## src/rtl/pc_write_filter.sv

```systemverilog
module pc_write_filter #(
  parameter int CTX_W = 4,
  localparam int NCTX = 1 << CTX_W
) (
  input  logic             clk,
  input  logic             rst_n,
  input  logic             ctx_we,
  input  logic [CTX_W-1:0] ctx_wdata,
  input  logic [CTX_W-1:0] wr_src_ctx,
  input  logic             mask_we,
  input  logic [NCTX-1:0]  mask_wdata,
  input  logic [NCTX-1:0]  hnd_valid,
  input  logic             hw_set,
  input  logic [CTX_W-1:0] hw_ctx,
  output logic [CTX_W-1:0] ctx_q,
  output logic [NCTX-1:0]  mask_q
);

  logic hw_ok, sw_ok;
  logic [NCTX-1:0] mask_next;

  assign hw_ok     = hw_set && hnd_valid[hw_ctx];
  assign sw_ok     = ctx_we && ((wr_src_ctx == '0) || mask_q[ctx_wdata]);
  assign mask_next = mask_wdata & ~hnd_valid & ~NCTX'(1);

  always_ff @(posedge clk or negedge rst_n) begin
    if (!rst_n)     ctx_q <= '0;
    else if (hw_ok) ctx_q <= hw_ctx;
    else if (sw_ok) ctx_q <= ctx_wdata;
  end

  always_ff @(posedge clk or negedge rst_n) begin
    if (!rst_n)       mask_q <= '0;
    else if (mask_we) mask_q <= mask_next;
  end

  p_mask0_zero_r2: assert property (@(posedge clk) disable iff (!rst_n)
    mask_q[0] == 1'b0);

  p_allowed_r3: assert property (@(posedge clk) disable iff (!rst_n)
    (ctx_we && wr_src_ctx != '0 && mask_q[ctx_wdata] && !hw_ok) |=> ctx_q == $past(ctx_wdata));

  p_reject_r4: assert property (@(posedge clk) disable iff (!rst_n)
    (ctx_we && wr_src_ctx != '0 && !mask_q[ctx_wdata] && !hw_ok) |=> $stable(ctx_q));

  p_bypass_r5: assert property (@(posedge clk) disable iff (!rst_n)
    (ctx_we && wr_src_ctx == '0 && !hw_ok) |=> ctx_q == $past(ctx_wdata));

  p_forced_clear_r6: assert property (@(posedge clk) disable iff (!rst_n)
    mask_we |=> (mask_q & $past(hnd_valid)) == '0);

  p_hw_entry_r7: assert property (@(posedge clk) disable iff (!rst_n)
    (hw_set && hnd_valid[hw_ctx]) |=> ctx_q == $past(hw_ctx));

  p_hold_r10: assert property (@(posedge clk) disable iff (!rst_n)
    (!ctx_we && !mask_we && !hw_set) |=> ($stable(ctx_q) && $stable(mask_q)));

endmodule

```

## config.mk

```make
export PLATFORM = sky130hd
export DESIGN_NAME = pc_write_filter
export DESIGN_NICKNAME = d
export VERILOG_FILES = /design/src/rtl/pc_write_filter.sv
export SDC_FILE = /design/constraint.sdc
export NUM_CORES = 1
export LEC_CHECK = 0
export ABC_AREA = 1
export BUFFER_PORTS_ARGS = -buffer_cell sky130_fd_sc_hd__clkbuf_2
export CORE_ASPECT_RATIO = 0.9
export CORE_MARGIN = 3
export CORE_UTILIZATION = 39
export DETAILED_ROUTE_END_ITERATION = 8
export HOLD_SLACK_MARGIN = 0.15
export PLACE_DENSITY = 0.75
export REMOVE_ABC_BUFFERS = 1
export SETUP_SLACK_MARGIN = 0.15
export SLEW_MARGIN = 30
export SYNTH_ARGS = -nofsm -noshare
export SYNTH_HDL_FRONTEND = slang
export SYNTH_SLANG_ARGS = --single-unit
```

## constraint.sdc

```tcl
create_clock -name clk -period 1.22 [get_ports clk]
set_clock_uncertainty 0.15 [all_clocks]
set_input_delay 0.122 -clock clk [delete_from_list [all_inputs] [get_ports clk]]
set_output_delay 0.122 -clock clk [all_outputs]
set_load 0.05 [all_outputs]
```

==> results.toml <==
[outcome]
status = "finished, violations left"
violations_in_the_final_reports = "negative setup slack"

[clock_tree]
htreeDepth = 1
tritoncts_num_sinks = 19
clock_transition_at_the_registers_of_the_reported_paths_ns = 0.12
numCtsBuffers = 3
cts_max_path_buffers = 2
clk_latency_ns = 0.31
ctsRootBufferMaster = "clkbuf_4"
tritoncts_clock_tree = "done"

[sta]
final.period_utilization_pct = 125
totalNegativeSetupSlack_ns = -2.22
min_period_ns = 1.53
max_slew_margin_pct = 63.9
timing.final.max_slew_violations = 0
post-route-worst-setup-slack_ns = -0.310
rsz0062_at_grt = "true"
finalHoldViolCount = 0
setup_violations = 15
timing.fmax_mhz = 654
worst_slew_pin_slew_ns = 0.542

[layout]
fin_cells = 349
final.fill_count = 152
post-route-util_pct = 86.1
final_area_sq_um = 2460
post_route_cells_drive_above_1_share_pct = 37.9
syn2layout_area_growth_pct = 102
antennaDiodeCount = 0
nets = 359

[setup_path]
crit_path_start_kind = "flop"
cp.required_ns = 1.26
crit_path_end_kind = "flop"
reg2reg_depth = 10
slack_of_the_worst_reg_to_reg_path_ns = -0.31
critPathArrivalTime_ns = 1.57
critPathKind = "reg -> reg"
cp_max_fo = 5

[placed_design]
detailedPlace.worstSlack_ns = -0.240
port-buffer-count = 66
routabilityCongestion = 0.865
half_perimeter_wire_length_of_the_detailed_placement_result_um = 2750
placedCellCount = 301
postPlaceCellArea_sq_um = 1700

[route]
avgViaCountPerCell = 5.06
vias = 1767
drt_first_pass_iters = 6
detail_route.wl_per_cell_um = 14.5
drt_iter0_markers = 166
totalWireLength_um = 5060
drtAntennaViolNets = 0
drc_viols = 0

[flow_run]
timing.max_cap.violations = 0

[floorplanning]
core_region_area_sq_um = 2860
top_level_ports = 69
start_util_pct = 42.6
dieWidth_um = 64.9
die_area_sq_um = 3830
fp.dieH_um = 59.0
num_rows = 18

[synthesis]
synth_top_cells_by_count = "nand2_1 (49), nand3_1 (47), inv_1 (35)"
postSynthAreaPerCell_sq_um = 6.65
mappedNetlistArea_sq_um = 1220
synth_most_common_cell = "nand2_1"
synth_area_leaders = "dfrtp_1 (39%), nand3_1 (19%), nand2_1 (15%)"
synth-main-ff-cell = "dfrtp_1"
synth_largest_type_area_fraction_pct = 39.1
synth_seq_cells = 19
netlist-cell-type-count = 17
yosys_warn_count = 0
synth-seq-area-share_pct = 39.1
synth_enable_flop_cells = 0
asyncSetResetFlopFracSynth_pct = 100
post_synth_inst_count = 183
synth_largest_area_cell = "dfrtp_1"

[global_route]
first_pass_grt_wire_length_um = 7240
overflow = 0
track_usage_pct = 24.3
grt_pass1_vias = 1599
antenna_violations_before_repair = 0
grt_start_max_net_pins = 31

[hold_path]
holdCritPathClass = "in -> reg"
timing.hold.worst_path_depth = 5

[power]
worst_ir_drop_vdd_mv = 0.905
power_leakage_nw = 1.35
cellPowerDensity_nw_per_um2 = 901
-- kinds of logic (layout without fill, tap and decap cells) --
group,Yosys count,count (layout),share of synthesized area [%]
AND/OR/NAND/NOR,105,105,39.7
buffers and inverters,42,168,14.2
flip-flops,19,19,39.1
AO/OA/AOI/OAI,16,16,6.78
other,1,1,0.308
-- sequential cells by signal, summed over array words and instances (netlist names) --
signal,cells
ctx_q,4
mask_q,15
-- routing by layer --
metal	wire length (um)	track usage (%)
met1	1880	29.7
met2	2570	44.0
met5	0	0
met4	125	4.22
met3	491	6.07
-- area by class of cell --
cell class / instances / area (sq um) / area share (%)
multi-input combinational: 122 / 599 / 24.3
tap: 40 / 50.0 / 2.03
timing repair buffer: 128 / 1180 / 47.7
inverter: 36 / 135 / 5.49
clock inverter: 1 / 5.00 / 0.203
sequential: 19 / 475 / 19.3
clock buffer: 3 / 22.5 / 0.914
-- layout by cell type, fill, tap and decap left out, types with 2 or more instances in the layout --
cell,synthesis,layout
nand2_1,49,46
nand3_1,47,44
clkbuf_2,0,47
buf_4,2,17
dlygate4sd3_1,0,35
inv_1,35,28
inv_2,1,8
dfrtp_1,19,19
buf_8,0,9
nand2_2,2,5
o21ai_2,0,2
nand3b_1,2,2
clkbuf_8,0,2
clkbuf_4,0,3
clkbuf_16,0,7
o21ai_0,15,13
nor2_1,2,2
buf_6,1,10
nand3_2,0,3
-- path summary, 6_finish.rpt --
check,start,endpoint
max in group asynchronous,rst_n,mask_q[1]$_DFFE_PN0P_
min,hw_set,ctx_q[2]$_DFFE_PN0P_
max,mask_q[12]$_DFFE_PN0P_,ctx_q[3]$_DFFE_PN0P_
max reg2reg,mask_q[12]$_DFFE_PN0P_,ctx_q[3]$_DFFE_PN0P_
min reg2reg,mask_q[15]$_DFFE_PN0P_,mask_q[15]$_DFFE_PN0P_
min in group asynchronous,rst_n,mask_q[10]$_DFFE_PN0P_
-- power by group --
group	switching (mW)	internal, mW
sequential	0.0652	0.699
combinational	0.593	0.531
clock	0.209	0.122
total	0.867	1.35
-- stage by stage --
| step | hold WS (ns) | power, mW |
|---|---|---|
| final | 0.0604 | 2.22 |
| after global routing | 0.0670 | 2.32 |
| after CTS | -0.0205 | 2.08 |
| after detailed placement | -0.0501 | 1.49 |
| after global placement | -0.0468 | 1.49 |
| after floorplan | -0.324 | 1.20 |
-- critical path, stage by stage (launching register included) --
cell     delay, ns
dfrtp_1       0.40
inv_1         0.08
nand2_1       0.06
nand3_1       0.10
nand3_1       0.09
nand3_1       0.09
nand3_1       0.08
nand2_2       0.14
nand2_2       0.10
nand2_1       0.08
nand2_1       0.06
-- timing repair --
item                                    in CTS  in global routing
pin swaps                                    0                  5
buffers inserted                             1                  7
endpoints found under the setup margin      23                 24
hold endpoints to repair                    38                  4
hold buffers                                31                  5
gates resized for setup                     52                 30
(Power assumes the default switching activity.)
